[src/rtl/selfref_pkg.sv]
package selfref_pkg;
  typedef enum logic [2:0] {
    ST_ACTIVE,
    ST_ENTER,
    ST_SELF_REFRESH,
    ST_WAIT_CLK,
    ST_EXIT_NOP,
    ST_READY
  } sr_state_e;

  // {ras_n, cas_n, we_n}, chip select asserted
  typedef enum logic [2:0] {
    CMD_REFRESH = 3'b001,
    CMD_NOP     = 3'b111
  } dram_cmd_e;
endpackage

[src/rtl/sr_clk_qualifier.sv]
module sr_clk_qualifier #(
  parameter int unsigned STABLE_CYCLES = 4
) (
  input  logic clk_i,
  input  logic rst_ni,
  input  logic en_i,
  input  logic stable_i,
  output logic ok_o
);
  localparam int unsigned CW = $clog2(STABLE_CYCLES + 1);
  localparam logic [CW-1:0] LAST = CW'(STABLE_CYCLES - 1);

  logic [CW-1:0] cnt_q;

  always_ff @(posedge clk_i or negedge rst_ni) begin
    if (!rst_ni)                cnt_q <= '0;
    else if (!en_i || !stable_i) cnt_q <= '0;
    else if (cnt_q != LAST)     cnt_q <= cnt_q + 1'b1;
  end

  // true on the STABLE_CYCLES-th consecutive high sample
  assign ok_o = en_i && stable_i && (cnt_q == LAST);
endmodule

[src/rtl/sr_exit_timer.sv]
module sr_exit_timer #(
  parameter int unsigned LIMIT = 10
) (
  input  logic clk_i,
  input  logic rst_ni,
  input  logic run_i,
  output logic last_o
);
  localparam int unsigned CW = $clog2(LIMIT + 1);
  localparam logic [CW-1:0] LAST = CW'(LIMIT - 1);

  logic [CW-1:0] cnt_q;

  always_ff @(posedge clk_i or negedge rst_ni) begin
    if (!rst_ni)           cnt_q <= '0;
    else if (!run_i)       cnt_q <= '0;
    else if (cnt_q != LAST) cnt_q <= cnt_q + 1'b1;
  end

  // high in the LIMIT-th running cycle
  assign last_o = run_i && (cnt_q == LAST);
endmodule

[src/rtl/selfref_seq.sv]
module selfref_seq
  import selfref_pkg::*;
#(
  parameter int unsigned STABLE_CYCLES   = 4,
  parameter int unsigned EXIT_NOP_CYCLES = 10,
  parameter int unsigned DLL_CYCLES      = 200
) (
  input  logic       clk_i,
  input  logic       rst_ni,
  input  logic       sleep_req_i,
  input  logic       wake_req_i,
  input  logic       clk_stable_i,
  output logic       cke_o,
  output logic [2:0] cmd_o,
  output logic       cmd_ready_o,
  output logic       read_ready_o
);
  sr_state_e state_q, state_d;
  logic      clk_ok, nop_last, dll_last;
  logic      nop_run, dll_run;

  assign nop_run = (state_q == ST_EXIT_NOP);
  assign dll_run = (state_q == ST_EXIT_NOP) || (state_q == ST_READY);

  sr_clk_qualifier #(.STABLE_CYCLES(STABLE_CYCLES)) u_clk_qual (
    .clk_i    (clk_i),
    .rst_ni   (rst_ni),
    .en_i     (state_q == ST_WAIT_CLK),
    .stable_i (clk_stable_i),
    .ok_o     (clk_ok)
  );

  sr_exit_timer #(.LIMIT(EXIT_NOP_CYCLES)) u_nop_timer (
    .clk_i  (clk_i),
    .rst_ni (rst_ni),
    .run_i  (nop_run),
    .last_o (nop_last)
  );

  // counts from the first cke-high cycle, across EXIT_NOP and READY
  sr_exit_timer #(.LIMIT(DLL_CYCLES)) u_dll_timer (
    .clk_i  (clk_i),
    .rst_ni (rst_ni),
    .run_i  (dll_run),
    .last_o (dll_last)
  );

  always_comb begin
    state_d = state_q;
    unique case (state_q)
      ST_ACTIVE:       if (sleep_req_i) state_d = ST_ENTER;
      ST_ENTER:        state_d = ST_SELF_REFRESH;
      ST_SELF_REFRESH: if (wake_req_i) state_d = ST_WAIT_CLK;
      ST_WAIT_CLK:     if (clk_ok) state_d = ST_EXIT_NOP;
      ST_EXIT_NOP:     if (nop_last) state_d = ST_READY;
      ST_READY: begin
        if (sleep_req_i)   state_d = ST_ENTER;
        else if (dll_last) state_d = ST_ACTIVE;
      end
      default:         state_d = ST_ACTIVE;
    endcase
  end

  always_ff @(posedge clk_i or negedge rst_ni) begin
    if (!rst_ni) state_q <= ST_ACTIVE;
    else         state_q <= state_d;
  end

  assign cke_o        = !((state_q == ST_ENTER) || (state_q == ST_SELF_REFRESH) ||
                          (state_q == ST_WAIT_CLK));
  assign cmd_o        = (state_q == ST_ENTER) ? CMD_REFRESH : CMD_NOP;
  assign cmd_ready_o  = (state_q == ST_ACTIVE) || (state_q == ST_READY);
  assign read_ready_o = (state_q == ST_ACTIVE);
endmodule

[config.mk]
export PLATFORM = sky130hd
export DESIGN_NAME = selfref_seq
export DESIGN_NICKNAME = d
export VERILOG_FILES = /design/src/rtl/selfref_pkg.sv /design/src/rtl/sr_clk_qualifier.sv /design/src/rtl/sr_exit_timer.sv /design/src/rtl/selfref_seq.sv
export SDC_FILE = /design/constraint.sdc
export NUM_CORES = 1
export LEC_CHECK = 0
export BUFFER_PORTS_ARGS = -buffer_cell sky130_fd_sc_hd__buf_2
export CORE_UTILIZATION = 45
export DETAILED_ROUTE_END_ITERATION = 10
export PLACE_DENSITY = 0.66
export SLEW_MARGIN = 20
export SYNTH_ARGS = -nofsm -noshare
export SYNTH_HDL_FRONTEND = slang
export SYNTH_SLANG_ARGS = --single-unit
[constraint.sdc]
create_clock -name clk_i -period 1.6 [get_ports clk_i]
set_clock_uncertainty 0.15 [all_clocks]
set_input_delay 0.08 -clock clk_i [delete_from_list [all_inputs] [get_ports clk_i]]
set_output_delay 0.08 -clock clk_i [all_outputs]
set_load 0.05 [all_outputs]
# [After elaboration in Yosys (flattened, before gate mapping)]
# Index checks and enable logic that the tools add are counted.
[totals] register_bits=18 out_inout_bits=6 inputBits=5
[op_classes] reduce_logical=15 add_sub_neg=3 muxes=14 n_eq_ne=18
[op_table] op="two-way mux 3 bit" n=9
[op_table] op="one-hot mux 3 bit (6 select lines)" n=1
[op_table] op="two-way mux 8 bit" n=2
[op_table] op="!= test 2 bit (second input constant)" n=6
[op_table] op="== test 3 x 2 -> 1 bit (second input constant)" n=3
[op_table] op="adder 8 x 1 -> 8 bit (second input constant)" n=1
[op_table] op="== test 8 bit (second input constant)" n=1
[op_table] op="two-way mux 4 bit" n=2
[op_table] op="!= test 8 bit (second input constant)" n=1
[op_table] op="== test 3 bit (second input constant)" n=2
[op_table] op="logical OR 1 bit" n=5
[op_table] op="AND reduction 5 bit" n=1
[op_table] op="adder 4 x 1 -> 4 bit (second input constant)" n=1
[op_table] op="== test 4 bit (second input constant)" n=1
[op_table] op="logical AND 1 bit" n=4
[op_table] op="!= test 4 bit (second input constant)" n=1
[op_table] op="adder 3 x 1 -> 3 bit (second input constant)" n=1
[op_table] op="== test 3 x 1 -> 1 bit (second input constant)" n=1
[op_table] op="zero test 1 bit" n=3
[op_table] op="zero test 3 bit" n=1
[op_table] op="!= test 3 x 2 -> 1 bit (second input constant)" n=1
[op_table] op="!= test 3 bit (second input constant)" n=1
[op_table] op="nonzero test 2 bit" n=1

# [Longest topological paths before layout]
# Gate-level depths: netlist (run 1).
[logic_depth] depth_word=6 mapped_depth=7

# [Modules after synthesis]
# From an unflattened synthesis (run 1), not the netlist that was laid out.
[unflattened] cells_unflattened=108 area_unflattened_um2=1077.3
[modules_own_cells] mod="sr_exit_timer at u_dll_timer" n_inst=1 area_per_inst_um2=444.2 cells_each=42
[modules_own_cells] mod="selfref_seq" n_inst=1 area_per_inst_um2=262.8 cells_each=32
[modules_own_cells] mod="sr_exit_timer at u_nop_timer" n_inst=1 area_per_inst_um2=215.2 cells_each=20
[modules_own_cells] mod="sr_clk_qualifier" n_inst=1 area_per_inst_um2=155.1 cells_each=14

# [Worst setup path after synthesis (run 1)]
# OpenSTA, ideal clock, no wires.
[synth_path] path_kind="reg-to-output" startpoint="register state_q[0]" endpoint="output port cmd_ready_o" stages_incl_launch_ff=5 t_arrival_ns=1.713 path_buffers=1 slack_ns=-0.343 t_required_ns=1.370 path_cell_list="dfrtp_1 -> buf_4 -> inv_1 -> nor2_1 -> nor3_1"
[synth_via] elab_chain_cells=2 elab_cells_between_ends=3 classes_between="1 x eq/ne; 2 x reduce/logical"
[synth_rtl] item="start: declaration" line="selfref_seq.sv:18" rtl="sr_state_e state_q, state_d;"
[synth_rtl] item="start signal: assignment" line="selfref_seq.sv:66" rtl="else state_q <= state_d;"
[synth_rtl] item="== test 3 bit / zero test 3 bit (equally long branches)" line="selfref_seq.sv:72" rtl="assign cmd_ready_o = (state_q == ST_ACTIVE) || (state_q == ST_READY);"
[synth_rtl] item="logical OR 1 bit *" line="selfref_seq.sv:72"
[synth_rtl] item="end: declaration" line="selfref_seq.sv:15" rtl="output logic cmd_ready_o,"
# Mark *: on every way between the ends. The rest lies on a longest branch, timed or not.

# [Worst setup path in the final report (run 1)]
[layout_path] startpoint="register state_q[0]" endpoint="output port cmd_o[2]"
[layout_via] elab_chain_cells=2
[layout_rtl] item="== test 3 x 1 -> 1 bit" line="selfref_seq.sv:71" rtl="assign cmd_o = (state_q == ST_ENTER) ? CMD_REFRESH : CMD_NOP;"
[layout_rtl] item="two-way mux 3 bit" line="selfref_seq.sv:71"
[layout_rtl] item="end: declaration" line="selfref_seq.sv:14" rtl="output logic [2:0] cmd_o,"
# No other way between the ends.

==> impl_metrics.tcl, run 1 <==
set metrics [dict create \
    antenna_cells 0 \
    drive_above_1_share_pct 40.7 \
    ios 11 \
    setup_ws_ns -0.0155 \
    hold_violations 0 \
    antenna_found_initial 0 \
    yosys_warnings 0 \
    clock_latency_ns 0.30 \
    outcome "complete, but fails checks" \
    worstPathRequired_ns 1.37 \
    cts_tree "built" \
    num_vias 858 \
    place_congestion 0.807 \
    violations "setup timing" \
    syn_area_um2 1030 \
    critical_path.startpoint_type "flop" \
    syn_avg_cell_area_um2 9.94 \
    fin_crit_sh_pct 101 \
    worstPathArrival_ns 1.39 \
    cts_buffers 3 \
    synth.largest_area_cell "dfrtp_1" \
    clockRootBuffer "clkbuf_4" \
    final_common_cell "buf_4" \
    critPathMaxFanout 5 \
    ys_ff_latch 18 \
    peakVddDrop_uv 510 \
    gr-total-overflow 0 \
    netlist_instances 104 \
    cts_sinks 18 \
    slowest_stage "dfrtp_2" \
    dieHeight_um 49.9 \
    fin_crit_ns 1.62 \
    r2r_start "state_q[0]$_DFFE_PN0P_" \
    grt_max_degree 19 \
    synthFlopType "dfrtp_1" \
    post_drt_via_cell_ratio 5.30 \
    synth_area_leaders "dfrtp_1 (44%), nor2_1 (6.5%), ha_1 (6.1%)" \
    clkTransAtPathRegs_ns 0.10 \
    grt_pass1_vias 883 \
    syn2layout_area_growth_pct 39.1 \
    slew_violations 0 \
    die-area_um2 2490 \
    cp_slowest_stage_delay_ns 0.42 \
    ff2ff_setup_slack_ns 0.02 \
    routed_wl_um 2150 \
    synth_seq_area_share_pct 43.6 \
    start_util_pct 50.1 \
    p_per_area_nw_per_um2 749 \
    max_freq_ghz 0.619 \
    path_cells "inv_1 -> or3_4 -> buf_8" \
    drt_iter0_markers 16 \
    ant_nets 0 \
    syn_nets 114 \
    tns_ns -0.0300 \
    holdCritPathClass "in2reg" \
    synth.distinct_cells 34 \
    dieWidth_um 49.9 \
    crit_type "reg2out" \
    synth_edf_count 0 \
    dpl.hpwl_um 1480 \
    drtPass1Iterations 4 \
    placement.io_buffers 9 \
    critPathBufInv 2 \
    core_um2 2060 \
    htreeDepth 1 \
    hold_start "sleep_req_i" \
    synth-async-reset-ratio_pct 100 \
    gr-usage-all-layers_pct 19.8 \
    clk_path_buf_depth 2 \
    avgRoutedWirePerCell_um 13.3 \
    layout_common_cells "buf_4 (22), nor2_1 (18), dfrtp_1 (17)" \
    synth_top_cell_area_share_pct 43.6 \
    p_leak_nw 0.683 \
    grt_setup_unrepaired "yes" \
    grt_pass1_wl_um 3710 \
    startpoint "state_q[0]$_DFFE_PN0P_" \
    hold_path_depth 3 \
    setup_violations 2 \
    cp-end-kind "output pin" \
    max_cap_viol_count 0 \
    rr_worst_depth 4 \
    drc 0 \
    fin_nets 147 \
    final_util_pct 69.7 \
    cp_num_cells 3 \
    num_rows 16 \
    crit_family "flip-flops" \
]
-- where the power goes --
part           total (W)  internal, W  switching [W]  leakage, nW
logic           0.000333     0.000169       0.000164        0.427
registers       0.000514     0.000483      0.0000312        0.243
clock network   0.000230    0.0000877       0.000142       0.0138
-- what timing repair did --
item	in CTS	in global routing
setup endpoints to repair	7	9
gates resized for setup	14	13
hold endpoints to repair	19	0
hold buffers	2	0
buffers inserted	6	4
pin swaps	6	5
-- per-layer routing --
layer | track usage, % | up-vias | routed length (µm)
met5 | 0 | - | 0
met4 | 7.14 | 0 | 29
met3 | 4.94 | 4 | 65
met2 | 35.4 | 16 | 1150
met1 | 22.4 | 424 | 907
li1 | - | 414 | -
-- final timing paths --
kind | end
worst max-delay path | cmd_o[2]
worst min-delay path | state_q[2]$_DFFE_PN0P_
worst max register to register | state_q[0]$_DFFE_PN0P_
worst min register to register | u_clk_qual.cnt_q[2]$_DFFE_PN0N_
max in group asynchronous | state_q[0]$_DFFE_PN0P_
min in group asynchronous | state_q[2]$_DFFE_PN0P_
-- layout make-up --
cell class                 instances  area, µm²
timing repair buffer              35        292
fill                             160        624
inverter                           5       18.8
multi-input combinational         74        619
sequential                        18        452
clock buffer                       3       22.5
tap                               27       33.8
-- kinds of logic (layout without fill, tap and decap cells) --
logic type | after synthesis | in the layout | share of synthesized area [%]
buffers and inverters | 12 | 43 | 6.66
other | 1 | 1 | 0.363
XOR/XNOR | 9 | 9 | 7.63
AND/OR/NAND/NOR | 47 | 47 | 25.1
adder cells (fa/ha/maj) | 5 | 5 | 6.05
AO/OA/AOI/OAI | 9 | 9 | 7.63
flip-flops | 18 | 18 | 43.6
multiplexers | 3 | 3 | 3.03
-- through the flow --
stage | instances | hold WS (ns) | instance area, µm² | power, W | setup WS (ns)
final | 162 | 0.00521 | 1440 | 0.00108 | -0.0155
after global routing | 162 | 0.0183 | 1440 | 0.00114 | -0.0742
after CTS | 158 | 0.00166 | 1350 | 0.00103 | -0.0381
after detailed placement | 147 | -0.117 | 1200 | 0.000733 | -0.0287
after global placement | 147 | -0.115 | 1200 | 0.000726 | 0.0450
after floorplan | 104 | -0.366 | 1070 | 0.000685 | -0.0589
-- state kept, by name, indices dropped and copies added, names as in the netlist --
signal             flops
state_q                3
u_clk_qual.cnt_q       3
u_dll_timer.cnt_q      8
u_nop_timer.cnt_q      4
-- worst min-delay path: stages --
cell and delay [ns]:
buf_2 0.10, o21a_1 0.12, o221ai_1 0.10
-- synthesized netlist by cell type (2+ instances only) --
library cell / number
a211oi_1: 2
and3_1: 2
buf_4: 4
dfrtp_1: 18
ha_1: 5
inv_1: 5
mux2i_1: 2
nand2_1: 5
nand2b_1: 2
nand3_1: 7
nor2_1: 18
nor3_1: 5
xnor2_1: 2
xor2_1: 7
(Power assumes the default switching activity.)
==> run 2: changes to the inputs <==
- CORE_ASPECT_RATIO: not set -> 1.2
- CTS_BUF_LIST: not set -> sky130_fd_sc_hd__clkbuf_4 sky130_fd_sc_hd__clkbuf_8
==> run 2 against run 1 <==
  * The flow still finishes with violations (setup timing)
  * Total power down 0.99%
  * Sequential share of layout area up 0.76 points
  * Maximum frequency down 0.27%
  * Critical path depth unchanged
  * Global-route usage down 2.4 points
  * Highest routed layer unchanged
  * Via count down 3.7%
  * Routed wire length up 0.65%
  * Clock power down 4%
  * First-iteration DRC count down 69%
  * Sequential cell count unchanged
==> impl_metrics.tcl, run 2 (synthesis gave the netlist of run 1 again) <==
set metrics [dict create \
    fillerInstances 176 \
    final_util_pct 66.3 \
    grt_pass1_wl_um 3090 \
    ant_nets 0 \
    cts_tree "built" \
    hold_violations 0 \
    syn2layout_area_growth_pct 35.8 \
    htreeDepth 1 \
    r2r_start "state_q[2]$_DFFE_PN0P_" \
    peakVddDrop_uv 638 \
    placement.io_buffers 9 \
    p_per_area_nw_per_um2 759 \
    ios 11 \
    violations "setup timing" \
    num_vias 826 \
    critical_path.startpoint_type "flop" \
    clk_path_buf_depth 2 \
    avgRoutedWirePerCell_um 13.0 \
    multiInputGateArea_um2 578 \
    max_freq_ghz 0.617 \
    die-area_um2 2490 \
    max_cap_viol_count 0 \
    setup_ws_ns -0.0199 \
    register_area_um2 452 \
    dpl.hpwl_um 1360 \
    core_um2 2120 \
    p_seq_share_pct 48.7 \
    pwr-share-clk_pct 20.7 \
    fin_nets 148 \
    gr-total-overflow 0 \
    ff2ff_setup_slack_ns -0.01 \
    fin_crit_sh_pct 101 \
    clock_latency_ns 0.29 \
    clkTransAtPathRegs_ns 0.09 \
    worstPathArrival_ns 1.39 \
    p_switching_w 0.000323 \
    hold_path_depth 3 \
    antenna_found_initial 0 \
    grt_setup_unrepaired "yes" \
    drtPass1Iterations 3 \
    p_int_w 0.000743 \
    gr-usage-all-layers_pct 17.4 \
    critPathMaxFanout 4 \
    holdCritPathClass "in2reg" \
    comb_power_share_pct 30.6 \
    drc 0 \
    fin_crit_ns 1.62 \
    placed_cells 148 \
    holdWs_ns 0.0636 \
    cts_buffers 3 \
    layout_common_cells "buf_4 (25), nor2_1 (17), dfrtp_1 (17)" \
    clockRootBuffer "clkbuf_4" \
    slew_violations 0 \
    largest_reg_flops 8 \
    hold_start "sleep_req_i" \
    dieWidth_um 45.7 \
    sw_frac_of_total_pct 30.3 \
    final_common_cell "buf_4" \
    routed_wl_um 2160 \
    cp-end-kind "output pin" \
    finalNonFillerCells 166 \
    rr_worst_depth 5 \
    crit_type "reg2out" \
    setup_violations 3 \
    post_drt_via_cell_ratio 4.98 \
    num_rows 18 \
    whs_endpoint "state_q[2]$_DFFE_PN0P_" \
    outcome "complete, but fails checks" \
    grt_max_degree 19 \
    antenna_cells 0 \
    place_congestion 0.769 \
    top_regs "u_dll_timer.cnt_q: 8 flops, u_nop_timer.cnt_q: 4 flops" \
    drive_above_1_share_pct 40.4 \
    worstPathRequired_ns 1.37 \
    dieHeight_um 54.5 \
    largest_register "u_dll_timer.cnt_q" \
    p_total_w 0.00107 \
    drt_iter0_markers 5 \
    grt_pass1_vias 788 \
    p_leak_nw 0.679 \
    start_util_pct 48.8 \
    r2r-end "state_q[0]$_DFFE_PN0P_" \
    cts_sinks 18 \
]
-- run 2: worst max path at each step --
stage | start | cells past startpoint | endpoint | slack [ns]
floorplan | u_clk_qual.cnt_q[0]$_DFFE_PN0N_ | 6 | state_q[0]$_DFFE_PN0P_ | -0.06
global placement | u_clk_qual.cnt_q[0]$_DFFE_PN0N_ | 5 | state_q[0]$_DFFE_PN0P_ | 0.009
detailed placement | u_clk_qual.cnt_q[0]$_DFFE_PN0N_ | 5 | state_q[0]$_DFFE_PN0P_ | -0.005
CTS | state_q[2]$_DFFE_PN0P_ | 3 | cmd_o[1] | -0.04
global route | state_q[2]$_DFFE_PN0P_ | 3 | cmd_o[2] | -0.06
finish | state_q[2]$_DFFE_PN0P_ | 3 | cmd_o[2] | -0.02
-- run 2: per-stage QoR --
step	TNS (ns)	setup WS, ns	area [µm²]
2_1_floorplan	-0.0589	-0.0589	1070
3_3_place_gp	0	0.00868	1190
3_5_place_dp	-0.00521	-0.00521	1190
4_1_cts	-0.0722	-0.0361	1310
5_1_grt	-0.241	-0.0592	1400
6_report	-0.0445	-0.0199	1400
-- run 2: timing repair --
action / 4_1_cts / 5_1_grt
resized for setup: 10 / 12
hold buffers: 2 / 0
endpoints found under the hold margin: 19 / 0
endpoints found under the setup margin: 5 / 8
pin swaps: 2 / 3
buffers inserted: 7 / 6
-- run 2: worst max-delay path, cell delays in order, from the launching register on --
cell	delay, ns
dfrtp_1	0.41
buf_6	0.13
or3_4	0.40
buf_8	0.16
-- run 2: layer usage --
layer	GRT usage, %	vias to the layer above	part of all wire, %
met5	0	-	0
met4	8.82	0	0.55
met3	1.98	2	1.6
met2	30.5	10	53
met1	20.7	399	45
li1	-	415	-
-- run 2: area by class of cell --
| cell class | count | share of cell area, % |
|---|---|---|
| multi-input cells | 74 | 41.2 |
| flip-flops and latches | 18 | 32.2 |
| repair buffers | 36 | 21.0 |
| well taps | 30 | 2.67 |
| clock buffers | 3 | 1.60 |
| inverters | 5 | 1.34 |
-- run 2: power groups by stage --
| stage | sequential [W] | combinational (W) | clock (W) |
|---|---|---|---|
| 2_1_floorplan | 0.000500 | 0.000185 | 0 |
| 3_3_place_gp | 0.000527 | 0.000196 | 0 |
| 3_5_place_dp | 0.000527 | 0.000201 | 0 |
| 4_1_cts | 0.000519 | 0.000229 | 0.000234 |
| 5_1_grt | 0.000520 | 0.000343 | 0.000243 |
| 6_report | 0.000519 | 0.000327 | 0.000221 |
